$ cat src/rtl/soc_cmp_pkg.sv
package soc_cmp_pkg;

   typedef enum logic {
      ACT_FORCE  = 1'b0,
      ACT_TOGGLE = 1'b1
   } match_act_e;

   localparam int unsigned CMP_W_MAX = 32;

endpackage

$ cat src/rtl/cmp_stage_buf.sv
module cmp_stage_buf #(
   parameter int unsigned W = 16
) (
   input  logic         clk,
   input  logic         rst_n,
   input  logic         wr_en,
   input  logic [W-1:0] wr_data,
   input  logic         upd_en,
   output logic [W-1:0] active_o
);

   logic [W-1:0] staging_q;
   logic [W-1:0] active_q;

   always_ff @(posedge clk or negedge rst_n) begin
      if (!rst_n) begin
         staging_q <= '0;
      end else if (wr_en) begin
         staging_q <= wr_data;
      end
   end

   always_ff @(posedge clk or negedge rst_n) begin
      if (!rst_n) begin
         active_q <= '0;
      end else if (upd_en) begin
         active_q <= staging_q;
      end
   end

   assign active_o = active_q;

   // active value frozen while promotion is disabled
   p_act_hold_r6: assert property (@(posedge clk) disable iff (!rst_n)
      !upd_en |=> $stable(active_q));

   // promotion copies the previously staged value
   p_act_load_r7: assert property (@(posedge clk) disable iff (!rst_n)
      upd_en |=> active_q == $past(staging_q));

endmodule

$ cat src/rtl/cmp_match_det.sv
module cmp_match_det #(
   parameter int unsigned W     = 16,
   parameter int unsigned STYLE = 0
) (
   input  logic [W-1:0] cnt,
   input  logic [W-1:0] active,
   output logic         hit
);

   generate
      if (STYLE == 0) begin : g_plain
         assign hit = (cnt == active);
      end else begin : g_bitwise
         logic [W-1:0] same;
         for (genvar i = 0; i < W; i++) begin : g_bit
            assign same[i] = ~(cnt[i] ^ active[i]);
         end
         assign hit = &same;
      end
   endgenerate

endmodule

$ cat src/rtl/cmp_flag_reg.sv
module cmp_flag_reg (
   input  logic clk,
   input  logic rst_n,
   input  logic hit,
   input  logic clr,
   output logic flag
);

   logic flag_q;

   always_ff @(posedge clk or negedge rst_n) begin
      if (!rst_n) begin
         flag_q <= 1'b0;
      end else if (hit) begin
         flag_q <= 1'b1;
      end else if (clr) begin
         flag_q <= 1'b0;
      end
   end

   assign flag = flag_q;

   // each match raises the flag, a simultaneous clear does not win
   p_flag_set_r2: assert property (@(posedge clk) disable iff (!rst_n)
      hit |=> flag_q);

   // without a clear the flag is sticky
   p_flag_hold_r8: assert property (@(posedge clk) disable iff (!rst_n)
      flag_q && !clr |=> flag_q);

   // clear without a match drops the flag
   p_flag_clear_r8: assert property (@(posedge clk) disable iff (!rst_n)
      clr && !hit |=> !flag_q);

endmodule

$ cat src/rtl/cmp_out_ff.sv
module cmp_out_ff
   import soc_cmp_pkg::*;
(
   input  logic       clk,
   input  logic       rst_n,
   input  logic       hit,
   input  match_act_e act,
   input  logic       lvl,
   output logic       pin
);

   logic pin_q;
   logic pin_d;

   always_comb begin
      pin_d = pin_q;
      if (hit) begin
         unique case (act)
            ACT_FORCE:  pin_d = lvl;
            ACT_TOGGLE: pin_d = ~pin_q;
            default:    pin_d = pin_q;
         endcase
      end
   end

   always_ff @(posedge clk or negedge rst_n) begin
      if (!rst_n) begin
         pin_q <= 1'b0;
      end else begin
         pin_q <= pin_d;
      end
   end

   assign pin = pin_q;

   // force mode copies the programmed level
   p_pin_level_r4: assert property (@(posedge clk) disable iff (!rst_n)
      hit && act == ACT_FORCE |=> pin_q == $past(lvl));

   // toggle mode inverts the pin
   p_pin_toggle_r5: assert property (@(posedge clk) disable iff (!rst_n)
      hit && act == ACT_TOGGLE |=> pin_q != $past(pin_q));

   // no match, no change
   p_pin_hold_r9: assert property (@(posedge clk) disable iff (!rst_n)
      !hit |=> $stable(pin_q));

endmodule

$ cat src/rtl/soc_cmp_channel.sv
module soc_cmp_channel
   import soc_cmp_pkg::*;
#(
   parameter int unsigned CNT_W       = 16,
   parameter int unsigned MATCH_STYLE = 0
) (
   input  logic             clk,
   input  logic             rst_n,
   input  logic [CNT_W-1:0] cnt_bus,
   input  logic             wr_en,
   input  logic [CNT_W-1:0] wr_data,
   input  logic             upd_en,
   input  logic             edge_sel,
   input  logic             edge_pol,
   input  logic             flag_clr,
   output logic             flag,
   output logic             pin_out
);

   localparam int unsigned CW = CNT_W;

   generate
      if (CNT_W < 1 || CNT_W > CMP_W_MAX) begin : g_bad_width
         $error("soc_cmp_channel: CNT_W out of range");
      end
      if (MATCH_STYLE > 1) begin : g_bad_style
         $error("soc_cmp_channel: MATCH_STYLE must be 0 or 1");
      end
   endgenerate

   logic [CW-1:0] active_cmp;
   logic          hit;
   match_act_e    act_mode;

   assign act_mode = match_act_e'(edge_sel);

   cmp_stage_buf #(.W(CW)) u_buf (
      .clk      (clk),
      .rst_n    (rst_n),
      .wr_en    (wr_en),
      .wr_data  (wr_data),
      .upd_en   (upd_en),
      .active_o (active_cmp)
   );

   cmp_match_det #(.W(CW), .STYLE(MATCH_STYLE)) u_det (
      .cnt    (cnt_bus),
      .active (active_cmp),
      .hit    (hit)
   );

   cmp_flag_reg u_flag (
      .clk   (clk),
      .rst_n (rst_n),
      .hit   (hit),
      .clr   (flag_clr),
      .flag  (flag)
   );

   cmp_out_ff u_out (
      .clk   (clk),
      .rst_n (rst_n),
      .hit   (hit),
      .act   (act_mode),
      .lvl   (edge_pol),
      .pin   (pin_out)
   );

   // reset leaves the first post-reset cycle quiet
   p_reset_quiet_r1: assert property (@(posedge clk)
      !rst_n |=> !flag && !pin_out);

endmodule

$ cat config.mk
export PLATFORM = sky130hd
export DESIGN_NAME = soc_cmp_channel
export DESIGN_NICKNAME = d
export VERILOG_FILES = /design/src/rtl/soc_cmp_pkg.sv /design/src/rtl/cmp_stage_buf.sv /design/src/rtl/cmp_match_det.sv /design/src/rtl/cmp_flag_reg.sv /design/src/rtl/cmp_out_ff.sv /design/src/rtl/soc_cmp_channel.sv
export SDC_FILE = /design/constraint.sdc
export NUM_CORES = 1
export LEC_CHECK = 0
export ABC_AREA = 1
export BUFFER_PORTS_ARGS = -buffer_cell sky130_fd_sc_hd__buf_2
export CAP_MARGIN = 40
export CORE_MARGIN = 2
export CORE_UTILIZATION = 52
export CTS_CLUSTER_SIZE = 20
export DETAILED_ROUTE_END_ITERATION = 7
export PLACE_DENSITY = 0.78
export RECOVER_POWER = 50
export SYNTH_ARGS = -nofsm -noshare
export SYNTH_HDL_FRONTEND = slang
export SYNTH_SLANG_ARGS = --single-unit
$ cat constraint.sdc
create_clock -name clk -period 1.2 [get_ports clk]
set_clock_uncertainty 0.15 [all_clocks]
set_input_delay 0.18 -clock clk [delete_from_list [all_inputs] [get_ports clk]]
set_output_delay 0.18 -clock clk [all_outputs]
set_load 0.005 [all_outputs]
Word-level counts from Yosys, hierarchy flattened
Cells that the tools add are included.
{"block": "word_totals", "reg_bits": 34, "latchBits": 0, "ram_bits": 0, "rom_bits": 0, "input_bits": 39, "output_inout_bits": 2, "word_cells": 11, "memories": 0}
{"block": "op_classes", "addsub": 0, "mul": 0, "div_mod_pow": 0, "n_lt_le_gt_ge": 0, "n_eq_ne": 1, "shifts": 0, "mux": 3, "n_bitwise": 2, "reduce_logical": 1}
{"op": "$eq 16x16->1", "count": 1}
{"op": "$mux 1", "count": 2}
{"op": "$not 1->1", "count": 2}
{"op": "$pmux 1 s2", "count": 1}
{"op": "$reduce_bool 2->1", "count": 1}

Depth between registers and ports, before layout
{"block": "logic_depth", "depth_word": 2, "mapped_depth": 9, "depth_no_buf": 9}

Hierarchy
From an unflattened synthesis, not the netlist that was laid out.
{"block": "unflattened", "cells_unflattened": 201, "hier_area_um2": 1605.3}
{"mod": "cmp_stage_buf", "n_inst": 1, "cells_per_inst": 136, "area_per_inst_um2": 1262.5, "seq_area_each_um2": 800.8}
{"mod": "cmp_match_det", "n_inst": 1, "cells_per_inst": 51, "area_per_inst_um2": 246.5, "seq_area_each_um2": 0.0}
{"mod": "cmp_out_ff", "n_inst": 1, "cells_per_inst": 9, "area_per_inst_um2": 56.3, "seq_area_each_um2": 25.0}
{"mod": "cmp_flag_reg", "n_inst": 1, "cells_per_inst": 5, "area_per_inst_um2": 40.0, "seq_area_each_um2": 25.0}

Least setup slack after synthesis
No wires, ideal clock.
{"block": "synth_timing", "path_kind": "reg-to-reg", "start": "reg u_buf.active_q[2], in the netlist u_buf.active_o[2]", "end": "reg u_out.pin_q, in the netlist u_out.pin", "setup_ns": 0.117, "t_arrival_ns": 0.864, "required_ns": 0.933, "slack_ns": 0.069, "path_stages_with_launch": 9, "n_path_buf": 0, "period_less_slack_ns": 1.131, "path_cell_list": "dfrtp_1 > nand2_1 > nand2_1 > nor2_1 > nand2_1 > nor2_2 > nand2_1 > nand2_1 > nand2_1"}
{"block": "synth_between", "elab_chain_cells": 1}
{"element": "start, declared", "line_no": "cmp_stage_buf.sv:13", "text": "logic [W-1:0] active_q;"}
{"element": "start signal, assigned", "line_no": "cmp_stage_buf.sv:27", "text": "active_q <= staging_q;"}
{"element": "$eq 16x16->1", "line_no": "cmp_match_det.sv:12", "text": "assign hit = (cnt == active);"}
{"element": "end signal, assigned", "line_no": "cmp_out_ff.sv:30", "text": "pin_q <= pin_d;"}
{"element": "end, declared", "line_no": "cmp_out_ff.sv:12", "text": "logic pin_q;"}
Every way passes these cells.
A chain may end at the register's enable or synchronous reset.

Worst setup path after layout
{"block": "layout_timing", "start": "reg u_buf.active_q[9], in the netlist u_buf.active_o[9]", "end": "reg u_out.pin_q, in the netlist u_out.pin"}
The elaborated chain is that of the path after synthesis.

==> results.cfg <==
[route]
ant_nets = 0
vias = 1354
drc = 0
avgRoutedWirePerCell_um = 10.2
dr.pass1.iters = 4
drt-total-wl_mm = 3.08
drtIter0Drc = 48
via_per_inst = 4.48

[power]
ir_worst_vdd_mv = 0.833
p_per_area_nw_per_um2 = 1200
leakage_nw = 1.23
p_total_mw = 2.65

[final_layout]
final_area_um2 = 2210
area.growth.synth_to_final_pct = 34.7
drive_above_1_share = 0.267
final_cell_mix = nand2_1 (72), buf_2 (39), dfrtp_1 (34)
diodes = 0
final_common_cell = nand2_1
nets = 297

[sta]
worstMarginPinSlew_ns = 0.333
finalCritPeriodShare = 1.04
setup_slack_ns = -0.0499
finalHoldViolations = 0
max_freq_mhz = 800
drv_slew = 0
setup_viol_count_final = 1
period_needed_ns = 1.25
holdWs_ns = 0.0787
max-slew-margin-rel = 0.778
rsz0062_at_grt = true

[global_routing]
grt_overflow = 0
grt_usage = 0.202
grt_antenna_before_repair = 0
grt_max_degree = 33
grt_pass1_vias = 1207
grt_pass1_wl_mm = 5.15

[critical_path]
startpoint_type = register
required_ns = 1.28
critPathKind = reg2reg
worstPathArrival_ns = 1.33
endpoint_kind = register
r2r_cells = 9
cp_max_fo = 2

[logic_synthesis]
yosys-top-cells-area = dfrtp_1 (52%), nand2_1 (17%), mux2_4 (9.2%)
ys_seq_area_frac = 0.519
synth-seq-cells = 34
synth_top_area_cell = dfrtp_1
synth.yosys.warnings = 0
synth_cells = 190
syn_area_um2 = 1640
syn_nets = 229
yosysUniqueCellTypes = 14
yosysTopAreaCellShare = 0.519
syn_avg_cell_area_um2 = 8.62

[place]
io_buffers = 40
placed_area_um2 = 1930
dpl.hpwl_mm = 2.13
gp_congestion = 0.697

[clock_tree]
clock_latency_ns = 0.34
cts_root_buf = clkbuf_4
clockBufferDepth = 2
clk_pin_slew_worst_paths_ns = 0.10
numCtsBuffers = 5
htreeDepth = 2
cts_tree = yes
cts_num_sinks = 34

[hold_path]
hold_class = in2reg
holdPathStages = 5

[floorplanning]
ioPinCount = 41
initial_core_util = 0.541
fp.coreArea_um2 = 3030
dieArea_um2 = 3610
die_x_um = 60.1
die_h_um = 60.1
rows = 20

[run_status]
violations = setup timing
status = finished, violations left

[run]
max-cap-violations = 0
-- Yosys cell counts (all sizes together) --
cell,number
inv,34
nand2,72
buf,5
nor2,10
o21ai,18
mux2,16
nand3,1
dfrtp,34
-- kinds of logic after synthesis --
kind of cell	after synthesis	synth area share
compound gates	18	0.0550
buf+inv	39	0.0985
flops	34	0.519
mux	16	0.133
simple gates	83	0.194
-- per-stage QoR --
stage	TNS, ns	cells	worst slack, ns	util
floorplan	0	190	0.0690	-
global placement	-0.00000500	273	-0.00000500	0.636
detailed placement	-0.0420	273	-0.0420	0.636
CTS	-0.0561	300	-0.0561	0.728
global route	-0.309	302	-0.159	0.729
finish	-0.0499	302	-0.0499	0.729
-- path summary, 6_finish.rpt --
path,slack [ns],to,start
min in group asynchronous,0.12,u_buf.staging_q[10]$_DFFE_PN0P_,rst_n
worst max-delay path,-0.05,u_out.pin$_DFFE_PN0N_,u_buf.active_o[9]$_DFFE_PN0P_
max in group asynchronous,0.15,u_out.pin$_DFFE_PN0N_,rst_n
worst min-delay path,0.08,u_out.pin$_DFFE_PN0N_,edge_pol
worst max register to register,-0.05,u_out.pin$_DFFE_PN0N_,u_buf.active_o[9]$_DFFE_PN0P_
worst min register to register,0.34,u_buf.active_o[1]$_DFFE_PN0P_,u_buf.staging_q[1]$_DFFE_PN0P_
-- where the power goes --
| part | internal, mW | switching [mW] |
|---|---|---|
| Clock | 0.485 | 0.364 |
| Combinational | 0.256 | 0.217 |
| Sequential | 1.27 | 0.0632 |
-- area by class of cell --
cell class / instances / area (um2)
Inverter: 34 / 128
Clock buffer: 6 / 51.3
Tap cell: 44 / 55.1
Timing Repair Buffer: 66 / 465
Clock inverter: 1 / 30.0
Fill cell: 251 / 822
Multi-Input combinational cell: 117 / 626
Sequential cell: 34 / 851
-- registers in the layout, indices dropped and copies added, names as in the netlist --
| register | flops |
|---|---|
| u_buf.active_o | 16 |
| u_buf.staging_q | 16 |
| u_flag.flag | 1 |
| u_out.pin | 1 |
-- timing repair --
action	CTS	global route
resized for setup	0	1
buffers inserted	2	2
setup endpoints to repair	3	4
hold endpoints to repair	51	0
pin swaps	1	4
hold buffers	18	0
-- metal layers --
| metal | vias up | routed length [um] | track usage |
|---|---|---|---|
| li1 | 711 | - | - |
| met1 | 600 | 1260 | 0.231 |
| met2 | 34 | 1610 | 0.340 |
| met3 | 9 | 113 | 0.0693 |
| met4 | 0 | 91 | 0.0921 |
| met5 | - | 0 | 0 |
-- critical path: stages, from the launching register on --
cell and delay [ns]:
dfrtp_1 0.37, inv_1 0.06, nand2_1 0.05, nand2_1 0.05, nor2_1 0.11, nand2_1 0.07
nor2_2 0.11, nand2_1 0.08, nand2_1 0.07, nand2_1 0.05
Note: power is estimated with default switching activity, not from simulation.
